===== config.mk =====
export PLATFORM = sky130hd
export DESIGN_NAME = pwm_dbuf_channel
export DESIGN_NICKNAME = d
export VERILOG_FILES = /design/src/rtl/pwm_chan_pkg.sv /design/src/rtl/pwm_buf_regs.sv /design/src/rtl/pwm_down_counter.sv /design/src/rtl/pwm_level_gen.sv /design/src/rtl/pwm_dbuf_channel.sv
export SDC_FILE = /design/constraint.sdc
export NUM_CORES = 1
export LEC_CHECK = 0
export ABC_AREA = 0
export ABC_CLOCK_PERIOD_IN_PS = 4850
export BUFFER_PORTS_ARGS = -buffer_cell sky130_fd_sc_hd__buf_2
export CAP_MARGIN = 20
export CORE_UTILIZATION = 59
export CTS_BUF_LIST = sky130_fd_sc_hd__clkbuf_2 sky130_fd_sc_hd__clkbuf_4 sky130_fd_sc_hd__clkbuf_8
export CTS_CLUSTER_DIAMETER = 200
export CTS_CLUSTER_SIZE = 25
export DETAILED_ROUTE_END_ITERATION = 12
export GPL_ROUTABILITY_DRIVEN = 0
export PLACE_DENSITY = 0.81
export SYNTH_ARGS = -nofsm -noshare
export SYNTH_HDL_FRONTEND = slang
export SYNTH_SLANG_ARGS = --single-unit

===== constraint.sdc =====
create_clock -name clk -period 4.85 [get_ports clk]
set_input_delay 0.2425 -clock clk [delete_from_list [all_inputs] [get_ports clk]]
set_output_delay 0.2425 -clock clk [all_outputs]
set_load 0.005 [all_outputs]

===== src/rtl/pwm_chan_pkg.sv =====
// Shared definitions for the double-buffered PWM channel.
// Assumes the control nibble arrives already decoded for this channel.
package pwm_chan_pkg;

    // Bit positions inside the per-channel control nibble.
    localparam int CTL_START  = 0;
    localparam int CTL_MANUAL = 1;
    localparam int CTL_INVERT = 2;
    localparam int CTL_RELOAD = 3;
    localparam int CTL_W      = 4;

    // Packed view of the control nibble, MSB first.
    typedef struct packed {
        logic reload;
        logic invert;
        logic manual;
        logic start;
    } chan_ctl_t;

endpackage


===== src/rtl/pwm_buf_regs.sv =====
// Shadow registers for period and compare values.
// Software writes them at any time. They reach the counter only
// when the counter asks for a load. Reset clears both to zero.
module pwm_buf_regs #(
    parameter int CNT_W = 16
) (
    input  logic             clk,
    input  logic             rst_n,
    input  logic             cnt_wr,
    input  logic [CNT_W-1:0] cnt_wdata,
    input  logic             cmp_wr,
    input  logic [CNT_W-1:0] cmp_wdata,
    output logic [CNT_W-1:0] cnt_buf,
    output logic [CNT_W-1:0] cmp_buf
);

    // Capture the period buffer on its write strobe.
    always_ff @(posedge clk) begin
        if (!rst_n)
            cnt_buf <= '0;
        else if (cnt_wr)
            cnt_buf <= cnt_wdata;
    end

    // Capture the compare buffer on its write strobe.
    always_ff @(posedge clk) begin
        if (!rst_n)
            cmp_buf <= '0;
        else if (cmp_wr)
            cmp_buf <= cmp_wdata;
    end

endmodule


===== src/rtl/pwm_down_counter.sv =====
// Active down-counter, active compare register and expiry logic.
// Manual update has priority over counting and clears a halt.
// The period ends on a tick taken at zero. The end either reloads
// (auto-reload set) or halts the channel until the next manual update.
// Assumes tick_en is a single-clock-wide enable from an external divider.
module pwm_down_counter #(
    parameter int CNT_W = 16
) (
    input  logic             clk,
    input  logic             rst_n,
    input  logic             tick_en,
    input  logic             start,
    input  logic             manual,
    input  logic             reload,
    input  logic [CNT_W-1:0] cnt_buf,
    input  logic [CNT_W-1:0] cmp_buf,
    output logic [CNT_W-1:0] cur_count,
    output logic [CNT_W-1:0] act_cmp,
    output logic             halted,
    output logic             expire
);

    logic run_tick;
    logic at_zero;
    logic period_end;

    // Decode the step condition and the end-of-period event.
    always_comb begin
        run_tick   = start && tick_en && !manual;
        at_zero    = (cur_count == '0);
        period_end = run_tick && at_zero && !halted;
    end

    // Update the counter, the compare register and the halt flag.
    always_ff @(posedge clk) begin
        if (!rst_n) begin
            cur_count <= '0;
            act_cmp   <= '0;
            halted    <= 1'b0;
        end else if (manual) begin
            cur_count <= cnt_buf;
            act_cmp   <= cmp_buf;
            halted    <= 1'b0;
        end else if (period_end) begin
            if (reload) begin
                cur_count <= cnt_buf;
                act_cmp   <= cmp_buf;
            end else begin
                halted    <= 1'b1;
            end
        end else if (run_tick && !at_zero) begin
            cur_count <= cur_count - 1'b1;
        end
    end

    // Register a one-clock pulse for every period end.
    always_ff @(posedge clk) begin
        if (!rst_n)
            expire <= 1'b0;
        else
            expire <= period_end;
    end

endmodule


===== src/rtl/pwm_level_gen.sv =====
// Output level stage: compares the counter with the active compare value
// and applies the polarity bit. Purely combinational from registers,
// so the pin follows the counter in the same clock.
module pwm_level_gen #(
    parameter int CNT_W = 16
) (
    input  logic [CNT_W-1:0] cur_count,
    input  logic [CNT_W-1:0] act_cmp,
    input  logic             invert,
    output logic             pwm_out
);

    logic in_active;

    // High phase while the counter has fallen to the compare value.
    always_comb begin
        in_active = (cur_count <= act_cmp);
        pwm_out   = invert ? in_active : !in_active;
    end

endmodule


===== src/rtl/pwm_dbuf_channel.sv =====
// One double-buffered PWM timer channel.
// Joins the shadow registers, the active counter and the output stage.
// Assumes ctrl holds this channel's nibble from a shared control register.
module pwm_dbuf_channel #(
    parameter int CNT_W = 16
) (
    input  logic                          clk,
    input  logic                          rst_n,
    input  logic                          tick_en,
    input  logic                          cnt_wr,
    input  logic [CNT_W-1:0]              cnt_wdata,
    input  logic                          cmp_wr,
    input  logic [CNT_W-1:0]              cmp_wdata,
    input  logic [pwm_chan_pkg::CTL_W-1:0] ctrl,
    output logic                          pwm_out,
    output logic                          expire
);

    import pwm_chan_pkg::*;

    chan_ctl_t        ctl;
    logic [CNT_W-1:0] cnt_buf_q;
    logic [CNT_W-1:0] cmp_buf_q;
    logic [CNT_W-1:0] cur_count;
    logic [CNT_W-1:0] act_cmp;
    logic             halted;

    // View the raw nibble as named control fields.
    always_comb ctl = chan_ctl_t'(ctrl);

    pwm_buf_regs #(.CNT_W(CNT_W)) u_bufs (
        .clk       (clk),
        .rst_n     (rst_n),
        .cnt_wr    (cnt_wr),
        .cnt_wdata (cnt_wdata),
        .cmp_wr    (cmp_wr),
        .cmp_wdata (cmp_wdata),
        .cnt_buf   (cnt_buf_q),
        .cmp_buf   (cmp_buf_q)
    );

    pwm_down_counter #(.CNT_W(CNT_W)) u_cnt (
        .clk       (clk),
        .rst_n     (rst_n),
        .tick_en   (tick_en),
        .start     (ctl.start),
        .manual    (ctl.manual),
        .reload    (ctl.reload),
        .cnt_buf   (cnt_buf_q),
        .cmp_buf   (cmp_buf_q),
        .cur_count (cur_count),
        .act_cmp   (act_cmp),
        .halted    (halted),
        .expire    (expire)
    );

    pwm_level_gen #(.CNT_W(CNT_W)) u_lvl (
        .cur_count (cur_count),
        .act_cmp   (act_cmp),
        .invert    (ctl.invert),
        .pwm_out   (pwm_out)
    );

endmodule


==> flow_metrics.py <==
metrics = {
    "die": {
        "die_w_um": 77.7,
        "fp-row-count": 27,
        "io_pins": 43,
        "start_util_pct": 61.4,
        "core_area_sq_mm": 0.00551,
        "die_h_um": 77.7,
        "dieArea_sq_mm": 0.00603,
    },
    "synth": {
        "yosysSeqAreaShare_pct": 39.1,
        "synth_edf_count": 0,
        "ys_top_cells_by_area": "dfxtp_1 (39%), mux2i_1 (15%), nor2b_1 (9.1%), ha_1 (6.3%), a21oi_1 (3.1%)",
        "ys_types": 51,
        "yosysWarningCount": 0,
        "synth_top_area_cell": "dfxtp_1",
        "ys_seq_elements": 66,
        "synthCells": 362,
        "yosysMostFrequentCell": "dfxtp_1",
        "synth_top_area_share_pct": 39.1,
        "syn_nets": 420,
        "avgSynthCellArea_sq_um": 9.34,
        "synth_area_sq_mm": 0.00338,
        "synth_ff_type": "dfxtp_1",
        "async_reset_ff_share_pct": 0,
        "synth_common_cells": "dfxtp_1 (66), mux2i_1 (49), nor2b_1 (49), a21oi_1 (21)",
    },
    "power_and_ir_drop": {
        "p_sw_mw": 0.421,
        "power.leakage_nw": 1.61,
        "peakVddDrop_uv": 259,
        "pwr-share-seq_pct": 43.4,
        "powerDensity_mw_per_mm2": 379,
        "combPwrFrac_pct": 23.3,
        "power.internal_mw": 1.01,
        "switching_share_pct": 29.4,
        "clkPwrFrac_pct": 33.3,
        "design_power_total_mw": 1.43,
    },
    "setup_path": {
        "cp_max_fo": 12,
        "crit_chain": "inv_1 > ha_1 > or4b_1 > nor4b_4 > a41oi_2 > nand2_2 > inv_2 > a32o_1",
        "path_depth": 8,
        "required_ns": 5.08,
        "crit_slowest_cell": "nor4b_4",
        "critical_path_class": "register to register",
        "start_kind": "register",
        "r2r_start": "u_cnt.cur_count[0]",
        "startpoint": "u_cnt.cur_count[0]",
        "reg2reg_depth": 8,
        "endpoint": "u_cnt.cur_count[11]",
        "path_buf_inv": 2,
        "r2r_end": "u_cnt.cur_count[11]",
        "end_kind": "register",
        "critPathMaxStageDelay_ns": 0.66,
        "path_delay_family": "simple AND/OR/NAND/NOR gates",
        "critPathArrivalTime_ns": 3.30,
        "rrSetupSlack_ns": 1.79,
    },
    "grt": {
        "antenna_found_initial": 0,
        "grt_start_max_net_pins": 68,
        "grt_overflow": 0,
        "grt_usage_pct": 23.5,
        "grt_pass1_wl_um": 11000,
        "grt_pass1_vias": 2437,
    },
    "final_layout": {
        "final_nets": 454,
        "insertedDiodeCount": 0,
        "drive_above_1_share_pct": 17.0,
        "fin_cells": 472,
        "seqCellArea_sq_mm": 0.00132,
        "syn_to_final_growth_pct": 12.0,
        "fillers": 445,
        "post-route-cell-area_sq_mm": 0.00378,
        "multiInputGateArea_sq_mm": 0.00188,
    },
    "sta": {
        "slew_viol_final": 0,
        "final-setup-viol-count": 0,
        "slew_headroom_pct": 33.5,
        "setup_tns_ns": 0,
        "tightest_slew_ns": 0.998,
        "fin_crit_sh_pct": 63.2,
        "finalHoldViolCount": 0,
        "finClkSkew_ns": 0.00717,
        "rsz0062_at_grt": "no",
        "finalCriticalPeriod_ns": 3.06,
        "whs_ns": 0.160,
        "fmax_ghz": 0.326,
    },
    "clocking": {
        "h-tree-depth": 3,
        "cts_resized": 0,
        "cts_tree": "done",
        "cts-root-buf": "clkbuf_8",
        "post-cts-setup-buffer-count": 0,
        "cts-buffers-inserted": 9,
        "worstSkewPairLatency_ns": 0.34,
        "clk_pin_slew_worst_paths_ns": 0.07,
        "ctsHoldBuffers": 0,
        "clock_sinks": 66,
        "max-clock-path-buffers": 2,
    },
    "detailed_routing": {
        "drtIter0Drc": 173,
        "routed_via_density": 5.64,
        "drt_first_pass_iters": 5,
        "vias": 2660,
        "post_drt_wl_per_cell_um": 14.2,
        "drcViolationCount": 0,
        "drt_wl_total_um": 6700,
        "postRouteAntennaNets": 0,
    },
    "hold_path": {
        "holdCritPathClass": "input port to register",
    },
    "run": {
        "drv_cap": 0,
    },
    "outcome": {
        "outcome": "completed",
    },
    "placed_design": {
        "dp_hpwl_um": 4750,
        "dpl_cell_area_sq_mm": 0.00358,
        "dp_cells": 457,
        "numPortBuffers": 42,
    },
}
[area by class of cell]
class | count | share of cell area, %
clock buffers | 13 | 4.56
clock inverters | 2 | 0.926
inverters | 20 | 1.98
multi-input cells | 257 | 49.7
flip-flops and latches | 66 | 34.9
well taps | 72 | 2.38
repair buffers | 42 | 5.56
[worst reg2reg max path: cells and delay by family (launching register included)]
kind | cells | cell delay (ns)
AOI/OAI and AO/OA | 2 | 0.73
adders and majority gates | 1 | 0.22
and+or+nand+nor | 3 | 1.52
buffers and inverters | 2 | 0.15
DFF | 1 | 0.34
[flip-flops by register name, summed over array words and instances (netlist names)]
register,flops
u_bufs.cmp_buf,16
u_bufs.cnt_buf,16
u_cnt.act_cmp,16
u_cnt.cur_count,16
u_cnt.expire,1
u_cnt.halted,1
[cells in the final DEF, fill, tap and decap left out, types with 2 or more instances in the layout]
cell type / n
o21a_1: 2
nand4_1: 5
dfxtp_1: 66
ha_1: 17
nor2_1: 19
mux2i_1: 49
buf_2: 42
nand2_1: 18
a41oi_2: 2
o21ai_0: 5
nand3_1: 8
inv_1: 19
nor3b_1: 2
a21boi_0: 3
a21boi_1: 4
or3_1: 2
nor3_1: 7
a21o_1: 2
a21oi_1: 21
o22ai_1: 4
or2_2: 2
o21ai_1: 6
o211ai_1: 2
o221ai_1: 3
nor2b_1: 49
clkbuf_8: 12
or4_1: 3
[power by group through the flow]
stage	Combinational (mW)	Sequential [mW]	Clock (mW)
6_report	0.334	0.621	0.477
5_1_grt	0.374	0.626	0.505
4_1_cts	0.333	0.621	0.486
3_5_place_dp	0.330	0.633	0
3_3_place_gp	0.319	0.632	0
2_1_floorplan	0.268	0.618	0
[worst min path at each step]
stage                                     to  slack [ns]  depth (start not counted)          startpoint
final                     u_bufs.cmp_buf[11]        0.16                          3       cmp_wdata[11]
after global routing       u_bufs.cnt_buf[3]        0.17                          3        cnt_wdata[3]
after CTS                 u_bufs.cmp_buf[11]        0.15                          3       cmp_wdata[11]
after detailed placement  u_cnt.cur_count[6]        0.50                          2  u_cnt.cur_count[6]
after global placement    u_cnt.cur_count[6]        0.48                          2  u_cnt.cur_count[6]
after floorplan                 u_cnt.expire        0.41                          2               rst_n
[logic make-up (layout without fill, tap and decap cells)]
family | Yosys count | after routing | share of synthesized area [%]
adders and majority gates | 17 | 17 | 6.29
buffers and inverters | 39 | 77 | 5.29
AOI/OAI and AO/OA | 67 | 67 | 14.0
muxes | 49 | 49 | 14.5
and+or+nand+nor | 123 | 123 | 20.5
xor gates and xnor gates | 1 | 1 | 0.259
DFF | 66 | 66 | 39.1
[through the flow]
stage | util (%) | worst slack, ns
after floorplan | - | 2.44
after global placement | 64.9 | 1.98
after detailed placement | 64.9 | 1.86
after CTS | 68.7 | 1.84
after global routing | 68.7 | 1.63
final | 68.7 | 1.79
[per-layer routing]
layer	part of all wire [%]	track usage [%]
met5	0	0
met4	1.8	11.7
met3	7.6	6.00
met2	46	36.5
met1	44	30.2
(Power assumes the default switching activity.)
